**src/rtl/reuse_monitor_pkg.sv**
```systemverilog
package reuse_monitor_pkg;
  typedef enum logic [1:0] {
    STEP_HOLD = 2'd0,
    STEP_UP   = 2'd1,
    STEP_DOWN = 2'd2
  } step_e;
endpackage

```
**src/rtl/reuse_sat_counter.sv**
```systemverilog
module reuse_sat_counter
  import reuse_monitor_pkg::*;
#(
  parameter int W    = 5,
  parameter int INIT = 16
) (
  input  logic         clk,
  input  logic         rst_n,
  input  step_e        step,
  output logic [W-1:0] cnt
);
  localparam logic [W-1:0] TOP  = {W{1'b1}};
  localparam logic [W-1:0] BOOT = W'(INIT);

  logic [W-1:0] cnt_q;

  always_ff @(posedge clk) begin
    if (!rst_n) begin
      cnt_q <= BOOT;
    end else begin
      unique case (step)
        STEP_UP:   if (cnt_q != TOP)      cnt_q <= cnt_q + 1'b1;
        STEP_DOWN: if (cnt_q != '0)       cnt_q <= cnt_q - 1'b1;
        default:   cnt_q <= cnt_q;
      endcase
    end
  end

  assign cnt = cnt_q;


  inc_step_chk: assert property (@(posedge clk) disable iff (!rst_n)
    ($past(rst_n) && $past(step) == STEP_UP && $past(cnt_q) != TOP) |-> cnt_q == $past(cnt_q) + 1'b1);

  dec_step_chk: assert property (@(posedge clk) disable iff (!rst_n)
    ($past(rst_n) && $past(step) == STEP_DOWN && $past(cnt_q) != '0) |-> cnt_q == $past(cnt_q) - 1'b1);

  top_hold_chk: assert property (@(posedge clk) disable iff (!rst_n)
    ($past(rst_n) && $past(step) == STEP_UP && $past(cnt_q) == TOP) |-> cnt_q == TOP);

  floor_hold_chk: assert property (@(posedge clk) disable iff (!rst_n)
    ($past(rst_n) && $past(step) == STEP_DOWN && $past(cnt_q) == '0) |-> cnt_q == '0);

  idle_hold_chk: assert property (@(posedge clk) disable iff (!rst_n)
    ($past(rst_n) && $past(step) == STEP_HOLD) |-> $stable(cnt_q));
endmodule

```
**src/rtl/reuse_hyst_gate.sv**
```systemverilog
module reuse_hyst_gate #(
  parameter int W = 5
) (
  input  logic         clk,
  input  logic         rst_n,
  input  logic [W-1:0] thr_in,
  input  logic [W-1:0] hyst_in,
  input  logic [W-1:0] cnt,
  output logic         en
);
  localparam int SW = W + 1;

  logic [W-1:0]  thr_q;
  logic [W-1:0]  hyst_q;
  logic [SW-1:0] rise_lvl;
  logic          below;
  logic          above;
  logic          en_q;

  always_ff @(posedge clk) begin
    if (!rst_n) begin
      thr_q  <= thr_in;
      hyst_q <= hyst_in;
    end
  end

  assign rise_lvl = {1'b0, thr_q} + {1'b0, hyst_q};
  assign below    = cnt < thr_q;
  assign above    = {1'b0, cnt} >= rise_lvl;

  always_ff @(posedge clk) begin
    if (!rst_n)               en_q <= 1'b1;
    else if (en_q && below)   en_q <= 1'b0;
    else if (!en_q && above)  en_q <= 1'b1;
  end

  assign en = en_q;


  fall_cause_chk: assert property (@(posedge clk) disable iff (!rst_n)
    ($past(rst_n) && $fell(en_q)) |-> $past(cnt) < thr_q);

  rise_cause_chk: assert property (@(posedge clk) disable iff (!rst_n)
    ($past(rst_n) && $rose(en_q)) |-> {1'b0, $past(cnt)} >= rise_lvl);

  cfg_frozen_chk: assert property (@(posedge clk) disable iff (!rst_n)
    $past(rst_n) |-> ($stable(thr_q) && $stable(hyst_q)));
endmodule

```
**src/rtl/reuse_monitor.sv**
```systemverilog
module reuse_monitor
  import reuse_monitor_pkg::*;
#(
  parameter int CNT_W = 5
) (
  input  logic             clk,
  input  logic             rst_n,
  input  logic             lookup_vld,
  input  logic             lp_hit,
  input  logic [CNT_W-1:0] thr_cfg,
  input  logic [CNT_W-1:0] hyst_cfg,
  output logic             mig_en
);
  localparam int MID = 1 << (CNT_W - 1);

  step_e            step;
  logic [CNT_W-1:0] reuse_cnt;

  always_comb begin
    if (!lookup_vld) step = STEP_HOLD;
    else if (lp_hit) step = STEP_UP;
    else             step = STEP_DOWN;
  end

  reuse_sat_counter #(.W(CNT_W), .INIT(MID)) u_cnt (
    .clk   (clk),
    .rst_n (rst_n),
    .step  (step),
    .cnt   (reuse_cnt)
  );

  reuse_hyst_gate #(.W(CNT_W)) u_gate (
    .clk     (clk),
    .rst_n   (rst_n),
    .thr_in  (thr_cfg),
    .hyst_in (hyst_cfg),
    .cnt     (reuse_cnt),
    .en      (mig_en)
  );


  count_while_off_chk: assert property (@(posedge clk) disable iff (!rst_n)
    ($past(rst_n) && !mig_en && lookup_vld && !lp_hit && reuse_cnt != '0) |=> reuse_cnt != $past(reuse_cnt));

  reset_state_chk: assert property (@(posedge clk)
    !rst_n |=> (mig_en && reuse_cnt == CNT_W'(MID)));
endmodule

```
**config.mk**
```make
export PLATFORM = sky130hd
export DESIGN_NAME = reuse_monitor
export DESIGN_NICKNAME = d
export VERILOG_FILES = /design/src/rtl/reuse_monitor_pkg.sv /design/src/rtl/reuse_sat_counter.sv /design/src/rtl/reuse_hyst_gate.sv /design/src/rtl/reuse_monitor.sv
export SDC_FILE = /design/constraint.sdc
export NUM_CORES = 1
export LEC_CHECK = 0
export BUFFER_PORTS_ARGS = -buffer_cell sky130_fd_sc_hd__buf_2
export CAP_MARGIN = 20
export CORE_MARGIN = 4
export CORE_UTILIZATION = 55
export DETAILED_ROUTE_END_ITERATION = 16
export GPL_TIMING_DRIVEN = 0
export PLACE_DENSITY = 0.74
export REMOVE_ABC_BUFFERS = 1
export SLEW_MARGIN = 20
export SYNTH_ARGS = -nofsm -noshare
export SYNTH_HDL_FRONTEND = slang
export SYNTH_SLANG_ARGS = --single-unit
export TNS_END_PERCENT = 5
```
**constraint.sdc**
```tcl
create_clock -name clk -period 2.5 [get_ports clk]
set_clock_uncertainty 0.2 [all_clocks]
set_input_delay 0.25 -clock clk [delete_from_list [all_inputs] [get_ports clk]]
set_output_delay 0.25 -clock clk [all_outputs]
set_load 0.05 [all_outputs]
```
==> qor.yml, run 1 <==
power:
  p_int_mw: 0.4852
  p_switching_mw: 0.2442
  netSwitchingFraction_pct: 33.48
  vdd_drop_max_v: 0.0003785
  power_density_mw_per_mm2: 552.6
  seq_power_share_pct: 45.5
  power.share.combinational_pct: 33.8
  leakage_nw: 0.6047
  p_clk_share_pct: 20.7
cts:
  clkLatencyLatePin_ps: 290
  cts.sinks: 16
  htreeDepth: 1
  cts_buffers: 3
  clkTransAtPathRegs_ps: 110
  clk_path_buf_depth: 2
  cts_tree: "done"
  clock-root-buffer: "clkbuf_4"
floorplanning:
  die_h_um: 51.85
  fp-row-count: 15
  core_mm2: 0.001783
  num_io_pins: 15
  die-width_um: 51.85
  die_area_mm2: 0.002688
  start_util_pct: 59.30
global_routing:
  antenna_found_initial: 0
  track_usage_pct: 17.64
  grt_pass1_vias: 793
  overflow: 0
  grt_max_degree: 16
  grt_pass1_wl_um: 3387
critical_path:
  arrival_ps: 2490
  start_kind: "register"
  reg2reg_to: "u_gate.en$_SDFFE_PN1P_"
  r2r_setup_slack_ps: 70
  end_kind: "register"
  crit_path_max_fanout: 3
  reg2reg_depth: 12
  critical_path_class: "register to register"
  timing.rr.start: "u_gate.thr_q[0]$_DFFE_PN_"
  critPathRequiredTime_ps: 2560
yosys:
  synth.yosys.seq_area_share_pct: 39.76
  synth_edf_count: 10
  synthDistinctLibCells: 26
  synth_area_mm2: 0.001057
  synthFlopType: "edfxtp_1"
  yosys.area.top_type_share_pct: 28.40
  yosysTopAreaCell: "edfxtp_1"
  async_flop_share_pct: 0
  ys_ff_latch: 16
  syn_avg_cell_area_um2: 10.90
  yosys_warnings: 0
  syn-instance-count: 97
  yosys-top-cells-area: "edfxtp_1 (28%), ha_1 (20%), dfxtp_1 (11%), inv_1 (3.9%), fa_1 (3.8%)"
sta:
  rsz0062_at_grt: "false"
  worst_slew_pin_slew_ps: 521.9
  drv_slew: 0
  setup_viol_count_final: 0
  fin_ws_ps: 69.60
  final-hold-violation-count: 0
  fin_crit_ps: 2430
  maxSlewHeadroom_pct: 65.17
  timing.fmax_ghz: 0.4115
  tns_ps: 0
  period_share_pct: 97.22
worst_hold_path:
  min_path_type: "primary input to register"
  min_to: "u_cnt.cnt[3]$_SDFFE_PN0P_"
  hold_depth: 3
  hold_start: "lookup_vld"
run_status:
  status: "finished clean"
route:
  via_count: 804
  drt_iter0_markers: 19
  drc: 0
  detail-route-antenna-nets: 0
  routed_via_density: 5.289
  drtPass1Iterations: 4
  wl_per_cell_um: 13.55
  finalWirelength_um: 2060
cells_and_area:
  num_antenna_cells: 0
  final_layout_size_suffix_gt1_share_pct: 23.62
  final_nets: 161
  syn2layout_area_growth_pct: 24.85
placement:
  place_worst_setup_slack_ps: 86.31
  place_hpwl_um: 1383
  io_buffers: 14
  gp_congestion: 0.7540
run:
  cap_violations: 0
stage by stage:
step           utilization [%]  hold slack [ps]  total power, mW  instances  cell area (um^2)
2_1_floorplan                -            121.8           0.4967         97              1057
3_3_place_gp             64.98            226.0           0.5398        136              1159
3_5_place_dp             64.98            228.1           0.5491        136              1159
4_1_cts                  72.63            111.8           0.7034        151              1295
5_1_grt                  74.04            131.7           0.7700        152              1320
6_report                 74.04            112.8           0.7294        152              1320
synth_stat cells, types with 2 or more instances:
| library cell | count |
|---|---|
| ha_1 | 17 |
| inv_1 | 11 |
| edfxtp_1 | 10 |
| a21oi_1 | 7 |
| nor2_1 | 7 |
| dfxtp_1 | 6 |
| a21o_1 | 4 |
| nand3_1 | 4 |
| xor2_1 | 4 |
| nand2b_1 | 3 |
| o21ai_0 | 3 |
| xnor2_1 | 3 |
| a211oi_1 | 2 |
| fa_1 | 2 |
| nand2_1 | 2 |
| o31ai_1 | 2 |
cell type report:
type | instances | area (um^2)
inverter | 11 | 41.29
tap | 25 | 31.28
clock inverter | 1 | 3.754
sequential | 16 | 420.4
timing repair buffer | 26 | 187.7
multi-input combinational | 70 | 613.1
fill | 127 | 462.9
clock buffer | 3 | 22.52
metal layers:
layer	global-route usage [%]	wire, um	share of wire (%)
met5	0	0	0
met2	28.45	980	48
met4	9.170	62	3.0
met3	3.725	74	3.6
met1	21.98	943	46
repair_timing:
action                     4_1_cts  5_1_grt
hold buffers                    11        0
setup endpoints to repair        0        1
resized for setup                0        7
hold endpoints to repair        11        0
setup buffers                    0        1
state kept, by name, indices dropped and copies added, names as in the netlist:
| name | cells |
|---|---|
| u_gate.en | 1 |
| u_cnt.cnt | 5 |
| u_gate.thr_q | 5 |
| u_gate.hyst_q | 5 |
how the worst max path moves through the flow:
stage	start	endpoint	cells past startpoint
floorplan	u_gate.thr_q[0]$_DFFE_PN_	u_gate.en$_SDFFE_PN1P_	12
global placement	u_gate.hyst_q[0]$_DFFE_PN_	u_gate.en$_SDFFE_PN1P_	12
detailed placement	u_gate.thr_q[0]$_DFFE_PN_	u_gate.en$_SDFFE_PN1P_	12
CTS	u_gate.thr_q[0]$_DFFE_PN_	u_gate.en$_SDFFE_PN1P_	12
global route	u_gate.thr_q[0]$_DFFE_PN_	u_gate.en$_SDFFE_PN1P_	12
finish	u_gate.thr_q[0]$_DFFE_PN_	u_gate.en$_SDFFE_PN1P_	12
kinds of logic after synthesis:
| group | Yosys count | share of synthesized area (%) |
|---|---|---|
| flip-flops | 16 | 39.76 |
| AO/OA/AOI/OAI | 22 | 15.15 |
| adder cells (fa/ha/maj) | 19 | 23.91 |
| multiplexers | 1 | 0.9468 |
| buffers and inverters | 11 | 3.905 |
| XOR/XNOR | 7 | 5.799 |
| AND/OR/NAND/NOR | 21 | 10.53 |
worst max-delay path, stage by stage (launching register included):
cell	delay, ps
edfxtp_1	380
ha_2	210
inv_2	50
fa_2	390
inv_2	50
a21o_1	110
a21oi_2	60
xor2_1	160
ha_1	310
nand2_1	70
o31ai_2	190
nand3_1	100
nand3_1	90
power by group through the flow:
stage / clock network, mW / logic, mW / registers (mW)
6_report: 0.151 / 0.246 / 0.332
5_1_grt: 0.159 / 0.275 / 0.336
4_1_cts: 0.146 / 0.226 / 0.331
3_5_place_dp: 0 / 0.211 / 0.338
3_3_place_gp: 0 / 0.203 / 0.337
2_1_floorplan: 0 / 0.156 / 0.340
placed cells by master (no fill, tap or decap), types with 2 or more instances in the layout:
master and instances:
ha_1 16, buf_2 14, dlygate4sd3_1 11, edfxtp_1 10
inv_1 9, nor2_1 7, dfxtp_1 6, a21oi_1 5
xor2_1 4, a21o_1 4, nand3_1 4, nand2b_1 3
xnor2_1 3, o21ai_0 3, clkbuf_4 3, inv_2 2
a21oi_2 2, a211oi_1 2, nand2_1 2
(Power assumes the default switching activity.)
==> inputs of run 2 (changes only) <==
--- a/config.mk
+++ b/config.mk
@@ -9,9 +9,11 @@
 export CAP_MARGIN = 20
 export CORE_MARGIN = 4
 export CORE_UTILIZATION = 55
+export CTS_CLUSTER_SIZE = 30
 export DETAILED_ROUTE_END_ITERATION = 16
 export GPL_TIMING_DRIVEN = 0
 export PLACE_DENSITY = 0.74
+export RECOVER_POWER = 50
 export REMOVE_ABC_BUFFERS = 1
 export SLEW_MARGIN = 20
 export SYNTH_ARGS = -nofsm -noshare
==> run 2 against run 1 <==
Cell count unchanged; sequential share of layout area up 0.061 points; fmax barely moved; non-clock buffer count unchanged; largest power group unchanged; worst hold slack did not move.
==> qor.yml, run 2 (synthesis gave the netlist of run 1 again) <==
global_routing:
  track_usage_pct: 17.64
  gr-usage-met1_pct: 21.98
  grt_pass1_wl_um: 3387
  grt_pass1_vias: 793
  antenna_found_initial: 0
  use_met3_pct: 3.725
  grt.met2_usage_pct: 28.45
  grt_max_degree: 16
  top_usage_layer: "met2"
  overflow: 0
sta:
  hold_ws_ps: 112.8
  setup_viol_count_final: 0
  fin_crit_ps: 2431
  timing.fmax_ghz: 0.4114
  rsz0062_at_grt: "false"
  tns_ps: 0
  maxSlewHeadroom_pct: 60.71
  worst_slew_pin_slew_ps: 591.9
  period_share_pct: 97.23
  final-hold-violation-count: 0
  drv_slew: 0
floorplanning:
  core_mm2: 0.001783
  die_area_mm2: 0.002688
  fp-row-count: 15
  num_io_pins: 15
  die_h_um: 51.85
  start_util_pct: 59.30
  die-width_um: 51.85
power:
  power_density_mw_per_mm2: 552.7
  vdd_drop_max_v: 0.0003780
  leakage_nw: 0.5999
placement:
  place_hpwl_um: 1383
  io_buffers: 14
  place_area_mm2: 0.001159
  gp_congestion: 0.7540
route:
  drt_iter0_markers: 19
  drc: 0
  routed_via_density: 5.289
  wl_per_cell_um: 13.54
  finalWirelength_um: 2058
  detail-route-antenna-nets: 0
  drtPass1Iterations: 4
  via_count: 804
critical_path:
  crit_end: "u_gate.en$_SDFFE_PN1P_"
  start_kind: "register"
  end_kind: "register"
  r2r_setup_slack_ps: 70
  critical_path_class: "register to register"
  reg2reg_to: "u_gate.en$_SDFFE_PN1P_"
  timing.rr.start: "u_gate.thr_q[0]$_DFFE_PN_"
  critPathRequiredTime_ps: 2560
  reg2reg_depth: 12
  crit_path_max_fanout: 3
  arrival_ps: 2490
  critPathLaunch: "u_gate.thr_q[0]$_DFFE_PN_"
cells_and_area:
  stdcell_area_mm2: 0.001318
  final_common_cell: "ha_1"
  syn2layout_area_growth_pct: 24.62
  final_cell_mix: "ha_1 (16), buf_2 (12), dlygate4sd3_1 (11), edfxtp_1 (10), inv_1 (9)"
  final_layout_size_suffix_gt1_share_pct: 22.05
  final_nets: 161
  num_antenna_cells: 0
cts:
  clock-root-buffer: "clkbuf_4"
  cts_buffers: 3
  cts_tree: "done"
  clkLatencyLatePin_ps: 310
  clk_path_buf_depth: 2
  htreeDepth: 1
  cts.sinks: 16
  clkTransAtPathRegs_ps: 110
run:
  cap_violations: 0
worst_hold_path:
  min_path_type: "primary input to register"
run_status:
  status: "finished clean"
-- run 2: worst max-delay path, stage by stage (launching register included) --
cell,delay [ps]
edfxtp_1,380
ha_2,210
inv_2,50
fa_2,390
inv_2,50
a21o_1,110
a21oi_2,60
xor2_1,160
ha_1,310
nand2_1,70
o31ai_2,190
nand3_1,100
nand3_1,90
-- run 2: area by class of cell --
type	instances	area [um^2]
multi-input cells	70	613.1
fillers	129	465.4
flip-flops and latches	16	420.4
repair buffers	26	185.2
inverters	11	41.29
well taps	25	31.28
clock buffers	3	22.52
clock inverters	1	3.754
-- run 2: metrics by stage --
step	total power, mW	utilization (%)	setup slack, ps	std cells
2_1_floorplan	0.4967	-	250.4	97
3_3_place_gp	0.5398	64.98	77.52	136
3_5_place_dp	0.5491	64.98	86.31	136
4_1_cts	0.7034	72.63	67.64	151
5_1_grt	0.7685	73.89	3.176	152
6_report	0.7282	73.89	69.27	152
-- run 2: how the worst min path moves through the flow --
stage / slack, ps / cells after the start / to / start
2_1_floorplan: 120 / 1 / u_cnt.cnt[4]$_SDFFE_PN1P_ / rst_n
3_3_place_gp: 230 / 1 / u_gate.thr_q[2]$_DFFE_PN_ / thr_cfg[2]
3_5_place_dp: 230 / 1 / u_gate.thr_q[3]$_DFFE_PN_ / thr_cfg[3]
4_1_cts: 110 / 3 / u_cnt.cnt[3]$_SDFFE_PN0P_ / lookup_vld
5_1_grt: 130 / 3 / u_cnt.cnt[3]$_SDFFE_PN0P_ / lookup_vld
6_report: 110 / 3 / u_cnt.cnt[3]$_SDFFE_PN0P_ / lookup_vld
-- run 2: report_power, final --
part / internal, mW / switching [mW]
Sequential: 0.307 / 0.0253
Combinational: 0.119 / 0.126
Clock: 0.0583 / 0.0925
-- run 2: repair_timing --
item,4_1_cts,5_1_grt
endpoints found under the hold margin,11,0
endpoints found under the setup margin,0,1
setup buffers,0,1
resized for setup,0,7
hold buffers,11,0
-- run 2: per-layer routing --
layer | vias up | part of all wire, % | routed length (um)
li1 | 409 | - | -
met1 | 366 | 46 | 937
met2 | 22 | 48 | 979
met3 | 7 | 3.8 | 79
met4 | 0 | 3.0 | 62
met5 | - | 0 | 0
